File: src/rtl/seg_priv_check.sv
module seg_priv_check #(
  parameter int AW = 32,
  parameter int LW = 16
) (
  input  logic          clk,
  input  logic          rst_n,
  input  logic          ld_valid,
  input  logic          ld_local,
  input  logic [1:0]    ld_cpl,
  input  logic [AW-1:0] ld_base,
  input  logic [LW-1:0] ld_limit,
  output logic          ld_fault,
  input  logic          rd_local,
  output logic [AW-1:0] rd_base,
  output logic [LW-1:0] rd_limit,
  input  logic          req_valid,
  output logic          req_ready,
  input  logic [LW-1:0] req_sel,
  input  logic [1:0]    req_cpl,
  output logic          mem_req,
  output logic [AW-1:0] mem_addr,
  input  logic          mem_rvalid,
  input  logic [31:0]   mem_rdata,
  output logic          done,
  output logic          granted,
  output logic          fault_limit,
  output logic          fault_gate,
  output logic          fault_priv,
  output logic [63:0]   desc
);
  localparam int IXW = LW - 3;

  typedef enum logic [1:0] {S_IDLE, S_RD_LO, S_RD_HI, S_CHECK} st_t;
  st_t st;

  logic [AW-1:0] gbase, lbase, addr_q;
  logic [LW-1:0] glimit, llimit;
  logic [LW-1:0] sel_q;
  logic [1:0]    cpl_q;
  logic          lim_fail_q;
  logic [63:0]   desc_q;

  logic          sel_local;
  logic [AW-1:0] cur_base;
  logic [LW-1:0] cur_limit, offset;
  logic          over;
  logic          accept;

  assign sel_local = req_sel[2];
  assign cur_base  = sel_local ? lbase : gbase;
  assign cur_limit = sel_local ? llimit : glimit;
  assign offset    = {req_sel[LW-1:3], 3'b000};
  assign over      = ({1'b0, offset} + (LW+1)'(7)) > {1'b0, cur_limit};
  assign accept    = req_valid && (st == S_IDLE);

  assign rd_base  = rd_local ? lbase : gbase;
  assign rd_limit = rd_local ? llimit : glimit;

  always_ff @(posedge clk) begin
    if (!rst_n) begin
      gbase    <= '0;
      lbase    <= '0;
      glimit   <= '0;
      llimit   <= '0;
      ld_fault <= 1'b0;
    end else begin
      ld_fault <= ld_valid && (ld_cpl != 2'd0);
      if (ld_valid && ld_cpl == 2'd0) begin
        if (ld_local) begin
          lbase  <= ld_base;
          llimit <= ld_limit;
        end else begin
          gbase  <= ld_base;
          glimit <= ld_limit;
        end
      end
    end
  end

  always_ff @(posedge clk) begin
    if (!rst_n) begin
      st         <= S_IDLE;
      addr_q     <= '0;
      sel_q      <= '0;
      cpl_q      <= '0;
      lim_fail_q <= 1'b0;
      desc_q     <= '0;
    end else begin
      case (st)
        S_IDLE: if (accept) begin
          sel_q      <= req_sel;
          cpl_q      <= req_cpl;
          addr_q     <= cur_base + AW'(offset);
          lim_fail_q <= over;
          desc_q     <= '0;
          st         <= over ? S_CHECK : S_RD_LO;
        end
        S_RD_LO: if (mem_rvalid) begin
          desc_q[31:0] <= mem_rdata;
          st           <= S_RD_HI;
        end
        S_RD_HI: if (mem_rvalid) begin
          desc_q[63:32] <= mem_rdata;
          st            <= S_CHECK;
        end
        default: st <= S_IDLE;
      endcase
    end
  end

  assign req_ready = (st == S_IDLE);
  assign mem_req   = (st == S_RD_LO) || (st == S_RD_HI);
  assign mem_addr  = (st == S_RD_HI) ? addr_q + AW'(4) : addr_q;

  logic [1:0] dpl, rpl, epl;
  logic       gate_hit, priv_ok;
  assign dpl      = desc_q[46:45];
  assign rpl      = sel_q[1:0];
  assign epl      = (rpl > dpl) ? rpl : dpl;
  assign gate_hit = !sel_q[2] && !desc_q[44] && (desc_q[42:41] == 2'b11);
  assign priv_ok  = (cpl_q <= dpl) && (epl <= dpl);

  assign done        = (st == S_CHECK);
  assign fault_limit = done && lim_fail_q;
  assign fault_gate  = done && !lim_fail_q && gate_hit;
  assign fault_priv  = done && !lim_fail_q && !gate_hit && !priv_ok;
  assign granted     = done && !lim_fail_q && !gate_hit && priv_ok;
  assign desc        = desc_q;
endmodule


File: config.mk
export PLATFORM = sky130hd
export DESIGN_NAME = seg_priv_check
export DESIGN_NICKNAME = d
export VERILOG_FILES = /design/src/rtl/seg_priv_check.sv
export SDC_FILE = /design/constraint.sdc
export NUM_CORES = 1
export LEC_CHECK = 0
export BUFFER_PORTS_ARGS = -buffer_cell sky130_fd_sc_hd__buf_2
export CAP_MARGIN = 25
export CORE_MARGIN = 4
export CORE_UTILIZATION = 59
export CTS_BUF_LIST = sky130_fd_sc_hd__clkbuf_2
export DETAILED_ROUTE_END_ITERATION = 6
export PLACE_DENSITY = 0.88
export SKIP_CTS_REPAIR_TIMING = 1
export SLEW_MARGIN = 20
export SYNTH_ARGS = -nofsm -noshare
export SYNTH_HDL_FRONTEND = slang
export SYNTH_SLANG_ARGS = --single-unit
File: constraint.sdc
create_clock -name clk -period 6.8 [get_ports clk]
set_clock_uncertainty 0.1 [all_clocks]
set_input_delay 0.68 -clock clk [delete_from_list [all_inputs] [get_ports clk]]
set_output_delay 0.68 -clock clk [all_outputs]
set_load 0.01 [all_outputs]
==> results of run 1 <==
-- cell families after synthesis --
kind of cell	synth area share [%]
buf+inv	3.86
fa+ha+maj	4.84
compound gates	15.8
simple gates	20.8
mux	10.3
flops	40.3
xor+xnor	4.13
-- metal layers --
| layer | part of all wire [%] | GRT usage (%) | up-vias |
|---|---|---|---|
| met3 | 8.5 | 7.46 | 102 |
| met1 | 39 | 36.5 | 4798 |
| li1 | - | - | 4844 |
| met5 | 0 | 0 | - |
| met4 | 3.6 | 10.5 | 0 |
| met2 | 48 | 49.6 | 563 |
-- per-stage QoR --
step,setup WS [ns],instances,power [mW]
floorplan,3.05,1231,1.85
global placement,2.56,1634,2.11
detailed placement,2.49,1638,2.14
CTS,2.95,1726,2.98
global route,2.84,1776,3.18
finish,3.06,1776,3.02
-- power by group --
part           total [mW]  internal (mW)  switching (mW)
logic               0.840          0.293           0.547
clock network       0.849          0.355           0.494
registers            1.33           1.26          0.0681
total                3.02           1.91            1.11
-- worst max-delay path: cells and delay by family (launching register included) --
family / cells / cell delay [ns]
xor+xnor: 1 / 0.18
buf+inv: 1 / 0.15
simple gates: 6 / 1.40
flops: 1 / 0.41
-- area by class of cell --
class                           instances  area (µm²)  area share, %
Antenna cell                            2        5.00         0.0406
Clock buffer                           70         350           2.84
Clock inverter                         18         129           1.05
Inverter                               16        65.1          0.528
Multi-Input combinational cell        934        5580           45.3
Sequential cell                       201        4020           32.6
Tap cell                              220         275           2.23
Timing Repair Buffer                  315        1900           15.4
-- registers in the layout (all words and copies together), names as in the netlist --
name / count
desc: 64
addr_q: 32
gbase: 32
lbase: 32
glimit: 16
llimit: 16
sel_q: 3
cpl_q: 2
st: 2
ld_fault: 1
lim_fail_q: 1
-- layout by cell type (no fill, tap or decap), types with 6 or more instances in the layout --
| master | n |
|---|---|
| a211oi_1 | 6 |
| a21o_1 | 9 |
| a21oi_1 | 163 |
| a22oi_1 | 33 |
| a31oi_1 | 6 |
| and3_1 | 8 |
| buf_2 | 258 |
| clkbuf_2 | 70 |
| clkinv_1 | 11 |
| dfxtp_1 | 201 |
| dlygate4sd3_1 | 47 |
| ha_1 | 37 |
| inv_1 | 15 |
| mux2_2 | 66 |
| mux2i_1 | 28 |
| nand2_1 | 304 |
| nand3_1 | 61 |
| nand4_1 | 10 |
| nor2_1 | 63 |
| nor2b_1 | 7 |
| nor3_1 | 7 |
| o21ai_0 | 18 |
| xnor2_1 | 34 |
| xor2_1 | 13 |
-- worst max path at each step --
| stage | startpoint | endpoint | cells after the start |
|---|---|---|---|
| final | addr_q[14] | mem_addr[31] | 8 |
| after global routing | addr_q[14] | mem_addr[28] | 8 |
| after CTS | addr_q[14] | mem_addr[31] | 8 |
| after detailed placement | req_sel[2] | addr_q[22] | 11 |
| after global placement | req_sel[2] | addr_q[22] | 11 |
| after floorplan | req_sel[2] | addr_q[20] | 13 |
==> impl_metrics.env, run 1 <==
export IMPL_critPathMaxFanout=5
export IMPL_grt_pass1_vias=9696
export IMPL_initial_core_util_pct=60.2
export IMPL_vias=10300
export IMPL_first_iter_violations=794
export IMPL_post_drt_wl_per_cell_um=17.8
export IMPL_tritoncts="yes"
export IMPL_setup_viol=0
export IMPL_ys_warn_count=0
export IMPL_p_leak_nw=5.43
export IMPL_cp_required_ns=6.02
export IMPL_synth_top_cell_area_share_pct=40.3
export IMPL_synth_common_cells="nand2_1 (304), dfxtp_1 (201), a21oi_1 (163), mux2_2 (66)"
export IMPL_slowest_delay_ns=0.42
export IMPL_ys_types=55
export IMPL_route_detailed_drc=0
export IMPL_cts_reportedPaths_clkPinSlew_ns=0.10
export IMPL_clk_latency_ns=0.81
export IMPL_post_dp_hpwl_um=21300
export IMPL_fin_nets=1664
export IMPL_syn_cell_area_um2=9980
export IMPL_antenna_left=0
export IMPL_hold_class="primary input to register"
export IMPL_fin_crit_ns=3.74
export IMPL_worst_hold_slack_ns=0.0375
export IMPL_ys_ff_latch=201
export IMPL_r2r_start="lbase[3]"
export IMPL_area_delta_synth_final_pct=23.6
export IMPL_finalHoldViolations=0
export IMPL_tightest_slew_ns=1.02
export IMPL_firstDrtPassIters=5
export IMPL_grt_max_degree=96
export IMPL_rr_worst_depth=10
export IMPL_synth_nets=1376
export IMPL_vias_per_cell=5.80
export IMPL_io_pins=259
export IMPL_tns_ns=0
export IMPL_worst_r2r_setup_slack_ns=3.98
export IMPL_synth_edf_count=0
export IMPL_critical_path_endpoint_type="output port"
export IMPL_ys_flop_type="dfxtp_1"
export IMPL_core_um2=16600
export IMPL_cts_sinks=201
export IMPL_min_to="desc[32]"
export IMPL_cap_violations=0
export IMPL_io_buffers=258
export IMPL_crit_slowest_cell="nor3_2"
export IMPL_fillers=1201
export IMPL_fmax_ghz=0.268
export IMPL_numCtsBuffers=51
export IMPL_grt_pass1_wl_um=47700
export IMPL_die_width_um=138
export IMPL_hold_depth=3
export IMPL_finish_instance_area_um2=12300
export IMPL_post_dp_cell_area_um2=11400
export IMPL_cts_buffer_depth=3
export IMPL_crit_chain="and3_1 -> and3_1 -> nand4_1 -> nor3_2 -> nand3b_1 -> nor3_1 -> xor2_1 -> buf_2"
export IMPL_slew_viol_final=0
export IMPL_crit_type="register to output port"
export IMPL_postLayoutCoreUtil_pct=74.3
export IMPL_drive_above_1_share_pct=27.4
export IMPL_root_buffer="clkbuf_2"
export IMPL_htreeDepth=2
export IMPL_timing_rr_end="addr_q[17]"
export IMPL_cpMostUsedCell="and3_1"
export IMPL_synth_area_leaders="dfxtp_1 (40%), nand2_1 (11%), a21oi_1 (8.2%)"
export IMPL_antenna_found_initial=2
export IMPL_min_delay_start="mem_rdata[0]"
export IMPL_dieArea_um2=19100
export IMPL_netlist_instances=1231
export IMPL_die_height_um=138
export IMPL_period_share_pct=55.0
export IMPL_async_flop_share_pct=0
export IMPL_ir_drop_mv=0.202
export IMPL_rsz0062_at_grt="no"
export IMPL_wirelength_um=31600
export IMPL_start_kind="register"
export IMPL_p_per_area_nw_per_um2=245
export IMPL_run_status="complete, no violations"
export IMPL_cp_arrival_ns=2.96
export IMPL_std_cell_rows=47
export IMPL_grt_usage_pct=29.4
export IMPL_gp_congestion=0.924
export IMPL_slew_headroom_pct=31.7
export IMPL_seq_area_frac_synth_pct=40.3
export IMPL_yosys_area_top_type="dfxtp_1"
export IMPL_grt_overflow_total=0
export IMPL_yosysMostFrequentCell="nand2_1"
export IMPL_synth_area_per_cell_um2=8.11
No activity file was read; power rests on OpenSTA's default activity.
==> run 2: changes to the inputs <==
--- a/config.mk
+++ b/config.mk
@@ -5,13 +5,14 @@
 export SDC_FILE = /design/constraint.sdc
 export NUM_CORES = 1
 export LEC_CHECK = 0
+export ABC_AREA = 1
 export BUFFER_PORTS_ARGS = -buffer_cell sky130_fd_sc_hd__buf_2
 export CAP_MARGIN = 25
 export CORE_MARGIN = 4
-export CORE_UTILIZATION = 59
+export CORE_UTILIZATION = 56
 export CTS_BUF_LIST = sky130_fd_sc_hd__clkbuf_2
 export DETAILED_ROUTE_END_ITERATION = 6
-export PLACE_DENSITY = 0.88
+export PLACE_DENSITY = 0.83
 export SKIP_CTS_REPAIR_TIMING = 1
 export SLEW_MARGIN = 20
 export SYNTH_ARGS = -nofsm -noshare
==> constraint.sdc (replaced) <==
create_clock -name clk -period 3.8 [get_ports clk]
set_clock_uncertainty 0.1 [all_clocks]
set_input_delay 0.38 -clock clk [delete_from_list [all_inputs] [get_ports clk]]
set_output_delay 0.38 -clock clk [all_outputs]
set_load 0.01 [all_outputs]
==> run 2 against run 1 <==
Sequential power is 92% higher. Critical path type unchanged. Cell area is 11% higher. Non-clock buffer count is 50 higher. Global-route usage is 1.6 points lower. Worst hold slack better by 0.0045 ns. Synthesized cell count is 33% higher. Area after synthesis is 10% higher. Sequential share of layout area is 3.2 points lower. Highest routed layer is now met5. Utilization is 2.2 points lower. Via count is 18% higher. Largest cell class unchanged.
==> impl_metrics.env, run 2 <==
export IMPL_largest_register_ffs=64
export IMPL_first_iter_violations=948
export IMPL_tritoncts="yes"
export IMPL_die_height_um=148
export IMPL_clk_latency_ns=0.82
export IMPL_fin_crit_ns=3.37
export IMPL_finalNonFillerCells=2254
export IMPL_tightest_slew_ns=0.965
export IMPL_io_buffers=258
export IMPL_yosys_area_top_type="dfxtp_1"
export IMPL_dieArea_um2=21900
export IMPL_rr_worst_depth=11
export IMPL_grt_pass1_wl_um=51200
export IMPL_synth_area_leaders="dfxtp_1 (37%), nand2_1 (11%), o21ai_0 (11%)"
export IMPL_met2_usage_pct=45.3
export IMPL_tns_ns=0
export IMPL_netlist_instances=1636
export IMPL_switching_share_pct=42.2
export IMPL_finalHoldViolations=0
export IMPL_seq_area_frac_synth_pct=36.7
export IMPL_synth_common_cells="nand2_1 (333), o21ai_0 (235), inv_1 (218), a21oi_1 (207), dfxtp_1 (201)"
export IMPL_numCtsBuffers=52
export IMPL_timing_rr_end="desc[28]"
export IMPL_synth_top_cell_area_share_pct=36.7
export IMPL_final_common_cell="nand2_1"
export IMPL_critical_path_endpoint_type="output port"
export IMPL_placed_cells=2074
export IMPL_p_clk_share_pct=22.2
export IMPL_grt_usage_pct=27.8
export IMPL_postLayoutCoreUtil_pct=72.2
export IMPL_antenna_left=0
export IMPL_yosysMostFrequentCell="nand2_1"
export IMPL_cap_violations=0
export IMPL_wirelength_um=35200
export IMPL_initial_core_util_pct=57.9
export IMPL_grt_use_met3_pct=5.55
export IMPL_fin_nets=2105
export IMPL_synth_nets=1781
export IMPL_post_dp_hpwl_um=23300
export IMPL_cts_sinks=201
export IMPL_synth_area_per_cell_um2=6.71
export IMPL_std_cell_rows=50
export IMPL_ir_drop_mv=0.468
export IMPL_met1_usage_pct=37.7
export IMPL_ys_warn_count=0
export IMPL_critPathMaxFanout=6
export IMPL_area_delta_synth_final_pct=24.7
export IMPL_p_seq_share_pct=40.6
export IMPL_syn_cell_area_um2=11000
export IMPL_firstDrtPassIters=5
export IMPL_vias_per_cell=5.40
export IMPL_start_kind="register"
export IMPL_worst_r2r_setup_slack_ns=0.77
export IMPL_hold_depth=4
export IMPL_synth_edf_count=0
export IMPL_core_um2=19000
export IMPL_min_delay_start="req_sel[4]"
export IMPL_p_per_area_nw_per_um2=460
export IMPL_async_flop_share_pct=0
export IMPL_power_switching_mw=2.65
export IMPL_power_frac_comb_pct=37.2
export IMPL_slew_headroom_pct=35.6
export IMPL_grt_max_degree=109
export IMPL_fmax_ghz=0.297
export IMPL_run_status="complete, no violations"
export IMPL_die_width_um=148
export IMPL_fillers=1579
export IMPL_root_buffer="clkbuf_2"
export IMPL_cp_required_ns=3.32
export IMPL_setup_viol=0
export IMPL_route_detailed_drc=0
export IMPL_cts_reportedPaths_clkPinSlew_ns=0.10
export IMPL_io_pins=259
export IMPL_cts_buffer_depth=3
export IMPL_rsz0062_at_grt="no"
export IMPL_antenna_found_initial=2
export IMPL_slew_viol_final=0
export IMPL_cp_arrival_ns=2.89
export IMPL_crit_start="desc[45]"
export IMPL_grt_busiest_layer="met2"
export IMPL_post_drt_wl_per_cell_um=15.6
export IMPL_period_share_pct=88.7
export IMPL_grt_overflow_total=0
export IMPL_ys_types=39
export IMPL_min_to="addr_q[4]"
export IMPL_gp_congestion=0.914
export IMPL_crit_type="register to output port"
export IMPL_grt_pass1_vias=10600
export IMPL_htreeDepth=2
export IMPL_ys_flop_type="dfxtp_1"
export IMPL_finalPower_mw=6.29
export IMPL_hold_class="primary input to register"
export IMPL_p_leak_nw=6.33
export IMPL_r2r_start="st[1]"
export IMPL_intPower_mw=3.63
export IMPL_layout_common_cells="nand2_1 (333), buf_2 (258), o21ai_0 (235)"
export IMPL_vias=12200
export IMPL_drive_above_1_share_pct=19.8
export IMPL_ys_ff_latch=201
==> run 2: cell types whose count changed in the layout (fill, tap and decap cells not counted), moves of 32 or more <==
cell           delta
a21oi_1          +44
a22oi_1          -33
dlygate4sd3_1    +44
inv_1           +202
mux2_2           -66
nand3_1          +47
o21ai_0         +217
xnor2_1          -32
==> run 2: layer usage <==
layer	vias up	share of wire, %
met2	654	46
met4	2	3.4
li1	5971	-
met1	5435	41
met5	-	0.037
met3	112	9.5
==> run 2: worst max path at each step <==
stage,endpoint,cells past startpoint
after floorplan,addr_q[21],20
after global placement,addr_q[21],16
after detailed placement,addr_q[21],16
after CTS,granted,11
after global routing,granted,11
final,granted,11
==> run 2: layout make-up <==
class / instances / area, µm² / area share (%)
clock buffer: 70 / 350 / 2.56
tap: 260 / 325 / 2.38
inverter: 221 / 831 / 6.07
clock inverter: 17 / 70.1 / 0.512
multi-input combinational: 1119 / 5730 / 41.9
sequential: 201 / 4020 / 29.4
antenna: 1 / 2.50 / 0.0183
timing repair buffer: 365 / 2350 / 17.2
==> run 2: power groups by stage <==
stage | logic [mW] | registers, mW | clock network, mW
final | 2.34 | 2.55 | 1.39
after global routing | 2.58 | 2.58 | 1.54
after CTS | 2.18 | 2.54 | 1.42
after detailed placement | 2.17 | 2.59 | 0
after global placement | 2.12 | 2.58 | 0
after floorplan | 1.44 | 2.58 | 0
==> run 2: cells by family after synthesis <==
kind of cell / after synthesis / synth area share, %
xor gates and xnor gates: 39 / 3.11
buffers and inverters: 316 / 11.2
DFF: 201 / 36.7
AOI/OAI and AO/OA: 453 / 20.8
and+or+nand+nor: 589 / 23.8
adders and majority gates: 38 / 4.40
==> run 2: critical path: stages (launching register included) <==
cell     delay (ns)
dfxtp_1        0.57
ha_1           0.30
nand2_1        0.05
o21ai_0        0.10
nor2_1         0.11
a21oi_1        0.05
ha_1           0.29
inv_1          0.04
o22ai_1        0.22
nand2_1        0.08
nor2_1         0.12
buf_2          0.15
==> run 2: per-stage QoR <==
step / setup WS [ns] / cell area (µm²) / hold WS (ns)
2_1_floorplan: 1.00 / 11000 / 0.333
3_3_place_gp: 0.920 / 12300 / 0.347
3_5_place_dp: 0.875 / 12300 / 0.354
4_1_cts: 0.402 / 12700 / -0.351
5_1_grt: 0.227 / 13700 / 0.0325
6_report: 0.428 / 13700 / 0.0420
==> run 3: changes to the inputs <==
--- a/config.mk
+++ b/config.mk
@@ -12,7 +12,7 @@
 export CORE_UTILIZATION = 56
 export CTS_BUF_LIST = sky130_fd_sc_hd__clkbuf_2
 export DETAILED_ROUTE_END_ITERATION = 6
-export PLACE_DENSITY = 0.83
+export PLACE_DENSITY = 0.93
 export SKIP_CTS_REPAIR_TIMING = 1
 export SLEW_MARGIN = 20
 export SYNTH_ARGS = -nofsm -noshare
==> run 3 against run 2 <==
Register-to-register slack better by 0.04 ns. Via count up 2.8%. Non-clock buffer count unchanged. Cell area about the same. Critical path type unchanged. Worst hold slack better by 0.058 ns. Setup slack worse by 0.24 ns. Wire length up 7.1%. Sequential cell count unchanged.
==> impl_metrics.env, run 3 (synthesized netlist as in run 2, its figures left out) <==
export IMPL_p_leak_nw=6.33
export IMPL_dieArea_um2=21900
export IMPL_crit_slowest_cell="ha_2"
export IMPL_slowest_delay_ns=0.47
export IMPL_period_share_pct=95.0
export IMPL_critical_path_top_delay_family="simple AND/OR/NAND/NOR gates"
export IMPL_fin_crit_ns=3.61
export IMPL_area_delta_synth_final_pct=24.8
export IMPL_vias=12500
export IMPL_grt_usage_pct=27.7
export IMPL_crit_type="register to output port"
export IMPL_grt_busiest_layer="met2"
export IMPL_grt_pass1_vias=10500
export IMPL_drive_above_1_share_pct=20.0
export IMPL_route_detailed_drc=0
export IMPL_wirelength_um=37700
export IMPL_numCtsBuffers=52
export IMPL_die_height_um=148
export IMPL_hold_depth=5
export IMPL_cts_buffer_depth=3
export IMPL_vias_per_cell=5.58
export IMPL_placed_cells=2073
export IMPL_cp_required_ns=3.32
export IMPL_worst_path_buf_inv=3
export IMPL_finalPower_mw=6.46
export IMPL_gp_congestion=0.885
export IMPL_antenna_left=0
export IMPL_rr_worst_depth=11
export IMPL_fin_nets=2105
export IMPL_grt_overflow_total=0
export IMPL_final_common_cell="nand2_1"
export IMPL_setup_viol=0
export IMPL_post_drt_wl_per_cell_um=16.8
export IMPL_tritoncts="yes"
export IMPL_post_dp_hpwl_um=23900
export IMPL_cts_sinks=201
export IMPL_cap_violations=0
export IMPL_met2_usage_pct=45.2
export IMPL_p_per_area_nw_per_um2=472
export IMPL_die_width_um=148
export IMPL_crit_chain="inv_1 -> ha_2 -> nand2_2 -> nor2_4 -> nand3_4 -> nor3_2 -> nand2_2 -> nor2_2 -> nand2_1 -> xor2_1 -> inv_1 -> buf_2"
export IMPL_finalNonFillerCells=2243
export IMPL_grt_max_degree=109
export IMPL_critical_path_endpoint_type="output port"
export IMPL_firstDrtPassIters=6
export IMPL_first_iter_violations=1242
export IMPL_worst_path_stages=12
export IMPL_run_status="complete, no violations"
export IMPL_worst_hold_slack_ns=0.100
export IMPL_tns_ns=0
export IMPL_slew_viol_final=0
export IMPL_htreeDepth=2
export IMPL_root_buffer="clkbuf_2"
export IMPL_fmax_ghz=0.277
export IMPL_met1_usage_pct=37.0
export IMPL_core_um2=19000
export IMPL_clk_latency_ns=0.86
export IMPL_postLayoutCoreUtil_pct=72.2
export IMPL_fillers=1423
export IMPL_cp_arrival_ns=3.13
export IMPL_antenna_found_initial=2
export IMPL_critPathMaxFanout=22
export IMPL_grt_pass1_wl_um=50800
export IMPL_hold_class="primary input to register"
export IMPL_tightest_slew_ns=1.08
export IMPL_std_cell_rows=50
export IMPL_io_buffers=258
export IMPL_initial_core_util_pct=57.9
export IMPL_ir_drop_mv=0.370
export IMPL_slew_headroom_pct=27.8
export IMPL_largest_register_ffs=64
export IMPL_finalHoldViolations=0
export IMPL_layout_common_cells="nand2_1 (333), buf_2 (258), o21ai_0 (235)"
export IMPL_grt_use_met3_pct=5.49
export IMPL_start_kind="register"
export IMPL_io_pins=259
export IMPL_cts_reportedPaths_clkPinSlew_ns=0.09
==> run 3: cell count changes in the layout (fill, tap and decap cells not counted) <==
cell,delta
buf_6,+1
buf_8,-1
bufinv_16,+2
clkbuf_2,-2
clkinv_1,-12
clkinvlp_4,+1
ha_1,-1
ha_2,+1
==> run 3: cell type report <==
class,count,area (µm²),share of cell area [%]
Inverter,221,831,6.07
Timing Repair Buffer,365,2350,17.1
Antenna cell,1,2.50,0.0183
Clock buffer,68,340,2.49
Multi-Input combinational cell,1119,5730,41.8
Tap cell,260,325,2.38
Clock inverter,8,92.6,0.676
Sequential cell,201,4020,29.4
==> run 3: metrics by stage <==
step	area [µm²]	setup slack [ns]
2_1_floorplan	11000	1.00
3_3_place_gp	12300	0.832
3_5_place_dp	12300	0.696
4_1_cts	12700	-0.0183
5_1_grt	13700	-0.0129
6_report	13700	0.192
==> run 3: power by group <==
group          switching (mW)  total (mW)  leakage, nW  internal (mW)
combinational            1.62        2.40         4.36          0.772
sequential              0.205        2.56         1.64           2.35
clock                   0.891        1.51        0.327          0.614
total                    2.72        6.46         6.33           3.74
==> run 3: worst paths after layout <==
kind	startpoint	to	slack, ns
max	st[0]	mem_addr[28]	0.19
max reg2reg	st[0]	st[0]	0.81
min reg2reg	addr_q[0]	addr_q[0]	0.36
min	req_sel[7]	addr_q[7]	0.10
==> run 3: per-layer routing <==
metal	vias to the layer above	part of all wire [%]
li1	5949	-
met1	5580	38
met2	832	47
met3	156	10
met4	2	4.9
met5	-	0.050
==> run 3: worst min-delay path: cells and delay by family <==
family | cells | cell delay (ns)
XOR/XNOR | 1 | 0.09
adder cells (fa/ha/maj) | 1 | 0.22
AO/OA/AOI/OAI | 1 | 0.13
buffers and inverters | 2 | 0.16
